### config.mk
export PLATFORM = sky130hd
export DESIGN_NAME = loop_branch_unit
export DESIGN_NICKNAME = d
export VERILOG_FILES = /design/src/rtl/lcb_pkg.sv /design/src/rtl/lcb_decode.sv /design/src/rtl/lcb_counter.sv /design/src/rtl/lcb_target.sv /design/src/rtl/loop_branch_unit.sv
export SDC_FILE = /design/constraint.sdc
export NUM_CORES = 1
export LEC_CHECK = 0
export ABC_AREA = 0
export BUFFER_PORTS_ARGS = -buffer_cell sky130_fd_sc_hd__buf_2
export CAP_MARGIN = 20
export CORE_ASPECT_RATIO = 1.75
export CORE_MARGIN = 1.5
export CORE_UTILIZATION = 46
export DETAILED_ROUTE_END_ITERATION = 16
export PLACE_DENSITY = 0.72
export SYNTH_ARGS = -nofsm -noshare
export SYNTH_HDL_FRONTEND = slang
export SYNTH_HIERARCHICAL = 1
export SYNTH_SLANG_ARGS = --single-unit
### constraint.sdc
create_clock -name clk -period 5 [get_ports clk]
set_clock_uncertainty 0.2 [all_clocks]
set_input_delay 0.5 -clock clk [delete_from_list [all_inputs] [get_ports clk]]
set_output_delay 0.5 -clock clk [all_outputs]
set_load 0.005 [all_outputs]
### src/rtl/lcb_pkg.sv
package lcb_pkg;
  typedef enum logic [1:0] {
    OP_DEC = 2'b00,
    OP_TST = 2'b01,
    OP_INC = 2'b10,
    OP_BAD = 2'b11
  } loop_op_e;

  typedef struct packed {
    loop_op_e   op;
    logic       on_nonzero;
    logic       disp_neg;
    logic [2:0] sel;
  } loop_ctl_t;

  localparam int NARROW_COUNT = 3;
endpackage

### src/rtl/lcb_decode.sv
module lcb_decode
  import lcb_pkg::*;
(
  input  logic [7:0] pb,
  output loop_ctl_t  ctl,
  output logic       narrow,
  output logic       illegal
);
  logic unused_pb3;
  assign unused_pb3 = pb[3];

  always_comb begin
    ctl.op         = loop_op_e'(pb[7:6]);
    ctl.on_nonzero = pb[5];
    ctl.disp_neg   = pb[4];
    ctl.sel        = pb[2:0];
    narrow         = (32'(pb[2:0]) < NARROW_COUNT);
    illegal        = (pb[7:6] == OP_BAD);
  end
endmodule

### src/rtl/lcb_counter.sv
module lcb_counter
  import lcb_pkg::*;
#(
  parameter int DATA_W   = 16,
  parameter int NARROW_W = 8
) (
  input  loop_op_e          op,
  input  logic              narrow,
  input  logic [DATA_W-1:0] value,
  output logic [DATA_W-1:0] next_val,
  output logic              is_zero
);
  localparam int PAD_W = DATA_W - NARROW_W;
  localparam logic [DATA_W-1:0] NARROW_MASK = {{PAD_W{1'b0}}, {NARROW_W{1'b1}}};

  logic [DATA_W-1:0] step;
  logic [DATA_W-1:0] sum;
  logic [DATA_W-1:0] mask;

  always_comb begin
    unique case (op)
      OP_DEC:  step = '1;
      OP_INC:  step = DATA_W'(1);
      default: step = '0;
    endcase
    sum      = value + step;
    mask     = narrow ? NARROW_MASK : '1;
    next_val = sum & mask;
    is_zero  = (next_val == '0);
  end
endmodule

### src/rtl/lcb_target.sv
module lcb_target #(
  parameter int ADDR_W = 16,
  parameter int DISP_W = 9
) (
  input  logic [ADDR_W-1:0] pc,
  input  logic              disp_neg,
  input  logic [DISP_W-2:0] disp_lo,
  output logic [ADDR_W-1:0] target
);
  localparam int EXT_W = ADDR_W - DISP_W + 1;

  logic [ADDR_W-1:0] offset;

  always_comb begin
    offset = {{EXT_W{disp_neg}}, disp_lo};
    target = pc + offset;
  end
endmodule

### src/rtl/loop_branch_unit.sv
module loop_branch_unit
  import lcb_pkg::*;
#(
  parameter int ADDR_W   = 16,
  parameter int DATA_W   = 16,
  parameter int NARROW_W = 8,
  parameter int DISP_W   = 9,
  parameter int SEL_W    = 3
) (
  input  logic              clk,
  input  logic              rst,
  input  logic              start,
  input  logic [7:0]        postbyte,
  input  logic [DISP_W-2:0] disp_lo,
  input  logic [ADDR_W-1:0] pc_in,
  input  logic [DATA_W-1:0] reg_rdata,
  output logic [SEL_W-1:0]  rd_sel,
  output logic              done,
  output logic              err,
  output logic              reg_we,
  output logic [SEL_W-1:0]  wr_sel,
  output logic [DATA_W-1:0] reg_wdata,
  output logic              taken,
  output logic [ADDR_W-1:0] next_pc
);
  loop_ctl_t         ctl;
  logic              narrow;
  logic              illegal;
  logic [DATA_W-1:0] upd_val;
  logic              upd_zero;
  logic [ADDR_W-1:0] target;
  logic              take_now;

  lcb_decode u_dec (
    .pb      (postbyte),
    .ctl     (ctl),
    .narrow  (narrow),
    .illegal (illegal)
  );

  lcb_counter #(.DATA_W(DATA_W), .NARROW_W(NARROW_W)) u_cnt (
    .op       (ctl.op),
    .narrow   (narrow),
    .value    (reg_rdata),
    .next_val (upd_val),
    .is_zero  (upd_zero)
  );

  lcb_target #(.ADDR_W(ADDR_W), .DISP_W(DISP_W)) u_tgt (
    .pc       (pc_in),
    .disp_neg (ctl.disp_neg),
    .disp_lo  (disp_lo),
    .target   (target)
  );

  assign rd_sel   = ctl.sel[SEL_W-1:0];
  assign take_now = !illegal && (ctl.on_nonzero ? !upd_zero : upd_zero);

  always_ff @(posedge clk) begin
    if (rst) begin
      done      <= 1'b0;
      err       <= 1'b0;
      reg_we    <= 1'b0;
      wr_sel    <= '0;
      reg_wdata <= '0;
      taken     <= 1'b0;
      next_pc   <= '0;
    end else if (start) begin
      done      <= 1'b1;
      err       <= illegal;
      reg_we    <= !illegal;
      wr_sel    <= ctl.sel[SEL_W-1:0];
      reg_wdata <= illegal ? '0 : upd_val;
      taken     <= take_now;
      next_pc   <= take_now ? target : pc_in;
    end else begin
      done   <= 1'b0;
      err    <= 1'b0;
      reg_we <= 1'b0;
    end
  end
endmodule

### Yosys cells after proc, flatten, opt, wreduce, memory -nomap -nowiden

Index checks and enable logic that the tools add are counted.

* output and inout bits: 42
* input port bits: 51
* register bits: 39
* logic and storage cells: 26

* $add $sub $neg: 2
* bitwise operators: 2
* mux-type cells: 6
* order comparisons: 1
* equal/unequal tests: 2
* reduce and logical (&&, ||, !) cells: 6

Operator list (count)
* 16-bit two-way mux: 3
* 16-bit adder: 2
* 16-bit case mux with 2 select lines: 1
* 16-bit AND: 1
* 16-bit logical NOT: 1
* 2-bit == test (second input constant): 2
* 3-bit by 2-bit < comparator with 1-bit output (second input constant): 1
* 1-bit logical NOT: 2
* 2-bit logical NOT: 1
* 1-bit two-way mux: 2
* 2-bit OR reduction: 1
* 1-bit logical AND: 1
* 1-bit inverter: 1

### Logic depth before layout (Yosys ltp)

Gate-level depths: netlist of the first run.

* word-level depth: 9
* mapped depth: 17

### Modules after synthesis

The synthesis of the first run kept the hierarchy.

Modules (own cells, without submodules)
* loop_branch_unit: cells each 149, instances 1, seq. area each 780.7 um2, area an instance 1514.0 um2
* lcb_counter: cells each 137, instances 1, seq. area each 0.0 um2, area an instance 909.6 um2
* lcb_target: cells each 98, instances 1, seq. area each 0.0 um2, area an instance 724.4 um2
* lcb_decode: cells each 9, instances 1, seq. area each 0.0 um2, area an instance 67.6 um2

### Worst setup path after synthesis of the first run

No wires, ideal clock.

* path type: input to register
* start: input port postbyte[7]
* end: register next_pc[10]
* cell stages on the path: 17
* slack: 665 ps
* library setup time: 91 ps
* arrival: 4044 ps
* buffers on the path: 4
* path through: buf_4 -> or2_1 -> buf_6 -> clkbuf_1 -> xnor2_1 -> ha_1 -> nor4_1 -> nand2_1 -> o32ai_1 -> xor2_1 -> or4_1 -> nor4_2 -> o2111a_1 -> xor2_2 -> clkbuf_8 -> nand3_1 -> a311oi_1

* longest elaborated chain between the ends: 9
* elaborated cells between the ends (all ways): 12
* those cells by class: add/sub: 1; eq/ne: 2; mux: 3; bitwise: 1; reduce/logical: 5

Ends and longest elaborated chain
* start, declared: line loop_branch_unit.sv:13 `input logic [7:0] postbyte,`
* 2-bit == test or 2-bit logical NOT (tied branches): line lcb_counter.sv:21 `unique case (op)`
* 16-bit case mux with 2 select lines *: line lcb_counter.sv:21
* 16-bit adder *: line lcb_counter.sv:26 `sum = value + step;`
* 16-bit AND *: line lcb_counter.sv:28 `next_val = sum & mask;`
* via upd_val[6]: line loop_branch_unit.sv:29 `logic [DATA_W-1:0] upd_val;`
* 16-bit logical NOT *: line lcb_counter.sv:29 `is_zero = (next_val == '0);`
* via upd_zero: line loop_branch_unit.sv:30 `logic upd_zero;`
* 1-bit logical NOT: line loop_branch_unit.sv:57 `assign take_now = !illegal && (ctl.on_nonzero ? !upd_zero : upd_zero);`
* 1-bit two-way mux *: line loop_branch_unit.sv:57
* 1-bit logical AND *: line loop_branch_unit.sv:57
* 16-bit two-way mux *: line loop_branch_unit.sv:75 `next_pc <= take_now ? target : pc_in;`
* end signal, assigned: line loop_branch_unit.sv:75
* end, declared: line loop_branch_unit.sv:24 `output logic [ADDR_W-1:0] next_pc`

The timed path passes the listed nets; every way through them passes the cells marked *.
A chain may end at the register's enable or synchronous reset.

### Final worst setup path of the first run

* start: input port postbyte[7]
* end: register next_pc[12]

Same word-level chain as after synthesis.

==> results.json, run 1 <==
{
  "floorplan.rows": 40,
  "crit_type": "in2reg",
  "placement.io_buffers": 91,
  "proportion_of_layout_cells_with_a_drive_suffix_above_1": 0.251,
  "wl_per_cell_um": 16.5,
  "r2r_startpoint": "next_pc[12]$_SDFFE_PP0P_",
  "synth_edf_count": 0,
  "cts_root_buffer": "clkbuf_16",
  "start_util": 0.472,
  "cts_made_buffers": 5,
  "r2r-end": "next_pc[12]$_SDFFE_PP0P_",
  "dr.pass1.iters": 5,
  "final.period_utilization": 0.853,
  "timing.final.ws_setup_ns": 0.736,
  "power.switching_fraction": 0.304,
  "drt_iter0_drc": 225,
  "fin_tns_setup_ns": 0,
  "syn_avg_cell_area_um2": 8.18,
  "cts_tree": "built",
  "grt_pass1_vias": 3199,
  "yosys.area_share.xor_xnor": 0.0973,
  "critPathCaptureType": "flip-flop",
  "grt_first_pass_wirelength_um": 14300,
  "synth_warnings": 6,
  "hp-class": "reg2reg",
  "seq_area_frac_synth": 0.243,
  "post_cts_resized": 0,
  "power.ir.vdd_worst_v": 0.000123,
  "worst_ep_required_time_ns": 4.99,
  "synth.ff_latch_count": 39,
  "power.share.sequential": 0.346,
  "netlist_instances": 393,
  "clock_tree.buffer_depth": 2,
  "core_area_mm2": 0.00681,
  "postRouteAntennaNets": 0,
  "min_period_ns": 4.26,
  "cp_data_arrival_time_ns": 4.25,
  "post-dp-hpwl_um": 6850,
  "achievable-frequency_ghz": 0.235,
  "fp.dieArea_mm2": 0.00752,
  "count_of_unique_library_cells_instantiated_by_yosys": 65,
  "finalSetupViolations": 0,
  "drt_drc_violations_left": 0,
  "rsz0062_at_grt": "false",
  "h-tree-depth": 2,
  "clockPowerShare": 0.373,
  "floorplan.io_pins": 93,
  "post_cts_hold_buffer_count": 0,
  "max_slew_margin": 0.521,
  "cts.sink_count": 39,
  "clkLatencyLatePin_ns": 0.29,
  "transition_time_of_the_tightest_slew_check_pin_ns": 0.712,
  "setup.worst_path.start_class": "input port",
  "synth_top_family_by_area": "compound AO/OA/AOI/OAI gates",
  "layout_overhead_on_the_synthesized_area_pct": 16.4,
  "synth_nets": 464,
  "die_y_um": 114,
  "final_max_slew_viol_count": 0,
  "synth_simple_gate_area_frac": 0.196,
  "crit_path_max_fanout": 17,
  "design.final.nets": 532,
  "floorplan.die.width_um": 66.2,
  "yosys_most_used_dff": "dfxtp_1",
  "synthAdderAreaFrac": 0.0802,
  "timing_hold_violations_final": 0,
  "p_per_area_mw_per_mm2": 264,
  "worst_r2r_path_depth": 2,
  "vias_per_cell": 6.04,
  "vias": 3300,
  "timing.critical_path.to": "next_pc[12]$_SDFFE_PP0P_",
  "gpl.final_weighted_congestion": 0.966,
  "antenna-diode-count": 0,
  "mappedNetlistArea_mm2": 0.00322,
  "p_comb_frac": 0.281,
  "antenna_found_initial": 0,
  "p_int_uw": 687,
  "routed_wl_um": 9020,
  "groute.usage.overall": 0.241,
  "leakagePower_nw": 1.61,
  "clk_pin_slew_worst_paths_ns": 0.06,
  "cts_post_setup_buffers_inserted": 0,
  "switching_power_uw": 301,
  "synth_mux_area_frac": 0.0156,
  "critPathLaunch": "postbyte[7]",
  "synth_compound_gate_area_share": 0.279,
  "cap_violations": 0,
  "grt.overflow.total": 0,
  "preCtsSetupSlack_ns": 0.545,
  "worst_reg_to_reg_setup_slack_ns": 4.06,
  "grt_start_max_net_pins": 40,
  "postSynth.asyncResetShare": 0,
  "run_status": "finished clean"
}
[how the worst min path moves through the flow]
| stage | from | endpoint | cells past startpoint | slack [ns] |
|---|---|---|---|---|
| finish | reg_wdata[15]$_SDFFE_PP0P_ | reg_wdata[15]$_SDFFE_PP0P_ | 1 | 0.27 |
| global route | reg_wdata[15]$_SDFFE_PP0P_ | reg_wdata[15]$_SDFFE_PP0P_ | 1 | 0.28 |
| CTS | reg_wdata[15]$_SDFFE_PP0P_ | reg_wdata[15]$_SDFFE_PP0P_ | 1 | 0.27 |
| detailed placement | reg_wdata[6]$_SDFFE_PP0P_ | reg_wdata[6]$_SDFFE_PP0P_ | 1 | 0.25 |
| global placement | reg_wdata[7]$_SDFFE_PP0P_ | reg_wdata[7]$_SDFFE_PP0P_ | 1 | 0.25 |
| floorplan | taken$_SDFFE_PP0P_ | taken$_SDFFE_PP0P_ | 2 | 0.26 |
[placed cells by master (no fill, tap or decap), drive strengths merged, types with 2 or more instances in the layout]
cell	instances
buf	95
dfxtp	39
nor2	35
o21ai	28
nand3	27
a21oi	26
xnor2	22
ha	19
a311oi	18
a22o	16
nand2	16
xor2	12
inv	9
nor3	8
or4	7
nor4	7
nor2b	6
a31oi	6
mux2i	5
clkbuf	5
or3	4
o21bai	4
and3	4
o22ai	4
and2	3
o211ai	3
a21o	3
clkinv	3
nand2b	2
nand4	2
o2bb2ai	2
or2	2
[cell families after synthesis]
group	Yosys count
DFF	39
buffers and inverters	44
AOI/OAI and AO/OA	126
and+or+nand+nor	125
adders and majority gates	20
muxes	5
xor gates and xnor gates	34
[routing by layer]
| metal | up-vias | part of all wire | global-route usage |
|---|---|---|---|
| met2 | 115 | 0.55 | 0.451 |
| met3 | 26 | 0.055 | 0.0503 |
| li1 | 1602 | - | - |
| met4 | 0 | 0.038 | 0.129 |
| met5 | - | 0 | 0 |
| met1 | 1557 | 0.36 | 0.236 |
[sequential cells by signal, summed over array words and instances, names as in the netlist]
signal     count
taken          1
reg_we         1
done           1
reg_wdata     16
err            1
next_pc       16
wr_sel         3
[worst max-delay path: stages]
cell,delay [ns]
buf_2,0.14
or2_1,0.26
xnor2_1,0.14
ha_1,0.25
nor4_1,0.46
nand2_1,0.14
o32ai_1,0.30
xor2_1,0.14
or4_1,0.59
nor4_2,0.24
o2111a_1,0.33
xor2_2,0.14
buf_4,0.23
nand3_1,0.11
a311oi_1,0.29
[power groups by stage]
stage	Sequential (mW)	Combinational (mW)	Clock, mW
after global routing	0.343	0.307	0.392
after global placement	0.348	0.268	0
after detailed placement	0.348	0.274	0
after floorplan	0.351	0.197	0
final	0.341	0.277	0.369
after CTS	0.342	0.275	0.380
[metrics by stage]
stage / power (mW) / hold slack, ns / utilization / instances / instance area, µm²
floorplan: 0.548 / 0.263 / - / 393 / 3220
global placement: 0.616 / 0.253 / 0.523 / 537 / 3560
detailed placement: 0.622 / 0.249 / 0.523 / 537 / 3560
CTS: 0.997 / 0.272 / 0.548 / 545 / 3730
global route: 1.04 / 0.283 / 0.550 / 546 / 3740
finish: 0.988 / 0.269 / 0.550 / 546 / 3740
[cells in the mapped netlist, types with 4 or more instances]
| cell type | instances | area share |
|---|---|---|
| nor3_1 | 8 | 0.012 |
| nor2_1 | 35 | 0.041 |
| xnor2_1 | 22 | 0.060 |
| o21bai_1 | 4 | 0.0093 |
| mux2i_1 | 5 | 0.016 |
| a22o_1 | 16 | 0.044 |
| inv_1 | 8 | 0.0093 |
| or3_1 | 4 | 0.0078 |
| nand2_1 | 16 | 0.019 |
| nand3_1 | 27 | 0.042 |
| o21ai_0 | 27 | 0.042 |
| and3_1 | 4 | 0.0078 |
| dfxtp_1 | 39 | 0.24 |
| ha_1 | 19 | 0.074 |
| xor2_1 | 10 | 0.027 |
| nor2b_1 | 6 | 0.012 |
| a21oi_1 | 24 | 0.037 |
| clkbuf_8 | 6 | 0.026 |
| buf_4 | 7 | 0.016 |
| a311oi_1 | 17 | 0.046 |
| a31oi_1 | 5 | 0.0097 |
| buf_2 | 5 | 0.0078 |
| clkbuf_1 | 13 | 0.015 |
| nor4_1 | 6 | 0.012 |
| or4_1 | 7 | 0.016 |
[layout make-up]
cell class	instances	area (µm²)
fill	671	3060
sequential	39	781
timing repair buffer	95	489
inverter	10	50.0
tap	84	105
multi-input combinational	310	2150
clock inverter	3	43.8
clock buffer	5	125
(Power assumes the default switching activity.)
==> inputs of run 2 (changes only) <==
--- a/config.mk
+++ b/config.mk
@@ -10,10 +10,9 @@
 export CAP_MARGIN = 20
 export CORE_ASPECT_RATIO = 1.75
 export CORE_MARGIN = 1.5
-export CORE_UTILIZATION = 46
+export CORE_UTILIZATION = 30
 export DETAILED_ROUTE_END_ITERATION = 16
-export PLACE_DENSITY = 0.72
+export SKIP_LAST_GASP = 1
 export SYNTH_ARGS = -nofsm -noshare
 export SYNTH_HDL_FRONTEND = slang
-export SYNTH_HIERARCHICAL = 1
 export SYNTH_SLANG_ARGS = --single-unit
==> run 2 against run 1 <==
Net effect: cell count increased by 4.2%; critical path type unchanged; largest power group is now registers; core utilization is 18 points lower; hold slack worse by 0.025 ns.
==> results.json, run 2 <==
{
  "run_status": "finished clean",
  "synth_edf_count": 0,
  "cp_data_arrival_time_ns": 3.91,
  "dr.pass1.iters": 4,
  "reg.largest.list": "next_pc (16), reg_wdata (16), wr_sel (3)",
  "routed_wl_um": 8680,
  "setup.worst_path.start_class": "input port",
  "p_per_area_mw_per_mm2": 261,
  "seq_area_frac_synth": 0.260,
  "achievable-frequency_ghz": 0.252,
  "power.ir.vdd_worst_v": 0.000149,
  "cts_made_buffers": 5,
  "fin_tns_setup_ns": 0,
  "grt_start_max_net_pins": 22,
  "floorplan.io_pins": 93,
  "netlist_instances": 364,
  "yosysMostFrequentCell": "dfxtp_1",
  "crit_type": "in2reg",
  "worst_ep_required_time_ns": 4.95,
  "post-dp-hpwl_um": 7110,
  "cts_post_setup_buffers_inserted": 0,
  "clkLatencyLatePin_ns": 0.28,
  "floorplan.rows": 48,
  "drt_iter0_drc": 58,
  "syn_avg_cell_area_um2": 8.25,
  "vias_per_cell": 5.22,
  "h-tree-depth": 2,
  "postRouteAntennaNets": 0,
  "layout.cells.most_common_list": "91 x buf_2, 39 x dfxtp_1, 35 x nand2_1, 31 x nor2_1, 20 x ha_1",
  "start_util": 0.307,
  "layout_overhead_on_the_synthesized_area_pct": 21.8,
  "synth_nets": 436,
  "gpl.final_weighted_congestion": 0.910,
  "final_max_slew_viol_count": 0,
  "clock_tree.buffer_depth": 2,
  "core_area_mm2": 0.00979,
  "grt.overflow.total": 0,
  "synthDominantCellAreaShare": 0.260,
  "final.period_utilization": 0.792,
  "fp.dieArea_mm2": 0.0106,
  "crit_path_max_fanout": 19,
  "antenna_found_initial": 0,
  "proportion_of_layout_cells_with_a_drive_suffix_above_1": 0.255,
  "critPathCaptureType": "flip-flop",
  "cap_violations": 0,
  "post_cts_hold_buffer_count": 0,
  "min_period_ns": 3.96,
  "place_inst": 561,
  "grt_pass1_vias": 2975,
  "max_slew_margin": 0.499,
  "finalSetupViolations": 0,
  "hp-class": "reg2reg",
  "transition_time_of_the_tightest_slew_check_pin_ns": 0.748,
  "post_cts_resized": 0,
  "timing_hold_violations_final": 0,
  "die_y_um": 135,
  "synthTopCellsByCount": "39 x dfxtp_1, 35 x nand2_1, 31 x nor2_1",
  "cts.sink_count": 39,
  "antenna-diode-count": 0,
  "synth.top_cells.by_area": "dfxtp_1 26%, ha_1 8.3%, mux2i_1 6.0%, xnor2_1 5.2%, nand2_1 4.4%",
  "mappedNetlistArea_mm2": 0.00300,
  "count_of_unique_library_cells_instantiated_by_yosys": 63,
  "grt_first_pass_wirelength_um": 13900,
  "design.final.nets": 515,
  "cts_tree": "built",
  "drt_drc_violations_left": 0,
  "synth_warnings": 0,
  "postSynth.asyncResetShare": 0,
  "cts_root_buffer": "clkbuf_16",
  "floorplan.die.width_um": 78.6,
  "wl_per_cell_um": 15.3,
  "fin_cells": 569,
  "post-synth-top-area-cell": "dfxtp_1",
  "yosys_most_used_dff": "dfxtp_1",
  "synth.ff_latch_count": 39,
  "post-layout-total-power_uw": 957,
  "groute.usage.overall": 0.165,
  "layout_commonest_cell": "buf_2",
  "finalCoreUtilization": 0.374,
  "placement.io_buffers": 91,
  "rsz0062_at_grt": "false",
  "clk_pin_slew_worst_paths_ns": 0.06,
  "leakagePower_nw": 1.66,
  "vias": 2969
}
[run 2: worst max-delay path, cell delays in order]
cell       delay [ns]
buf_2            0.14
or2_1            0.26
xnor2_1          0.13
ha_1             0.28
or4_4            0.56
o22ai_1          0.19
xor2_1           0.10
nor4b_1          0.35
o2111ai_1        0.24
nor3b_1          0.24
and3_1           0.18
o31a_1           0.19
buf_12           0.18
mux2i_1          0.24
a211oi_1         0.10
[run 2: logic make-up (layout without fill, tap and decap cells)]
| logic type | Yosys count | in the layout | share of synthesized area |
|---|---|---|---|
| AO/OA/AOI/OAI | 99 | 99 | 0.228 |
| XOR/XNOR | 27 | 27 | 0.0787 |
| adder cells (fa/ha/maj) | 21 | 21 | 0.0900 |
| buffers and inverters | 36 | 116 | 0.0679 |
| flip-flops | 39 | 39 | 0.260 |
| multiplexers | 18 | 18 | 0.0600 |
| AND/OR/NAND/NOR | 124 | 124 | 0.215 |
[run 2: worst paths after layout]
kind / slack, ns / end / from / cells after the start
worst min-delay path: 0.24 / next_pc[8]$_SDFFE_PP0P_ / next_pc[8]$_SDFFE_PP0P_ / 2
worst min register to register: 0.24 / next_pc[8]$_SDFFE_PP0P_ / next_pc[8]$_SDFFE_PP0P_ / 2
worst max register to register: 4.07 / next_pc[6]$_SDFFE_PP0P_ / next_pc[6]$_SDFFE_PP0P_ / 1
worst max-delay path: 1.04 / next_pc[2]$_SDFFE_PP0P_ / postbyte[7] / 15
[run 2: per-stage QoR]
stage / worst slack (ns) / instance area [µm²] / hold slack, ns
floorplan: 0.976 / 3000 / 0.245
global placement: 0.668 / 3500 / 0.235
detailed placement: 0.673 / 3500 / 0.239
CTS: 0.968 / 3660 / 0.247
global route: 0.723 / 3660 / 0.276
finish: 1.04 / 3660 / 0.244
[run 2: layout make-up]
type / instances / area (µm²)
Inverter: 13 / 48.8
Timing Repair Buffer: 95 / 498
Clock buffer: 8 / 156
Fill cell: 1031 / 6130
Multi-Input combinational cell: 289 / 2020
Tap cell: 125 / 156
Sequential cell: 39 / 781
[run 2: report_power, final]
part | internal, mW | switching (mW)
clock | 0.212 | 0.126
combinational | 0.122 | 0.152
sequential | 0.334 | 0.0108
[run 2: metal layers]
layer / GRT usage / up-vias / share of wire
li1: - / 1505 / -
met1: 0.165 / 1372 / 0.38
met2: 0.328 / 77 / 0.55
met3: 0.0249 / 15 / 0.039
met4: 0.0704 / 0 / 0.026
met5: 0 / - / 0
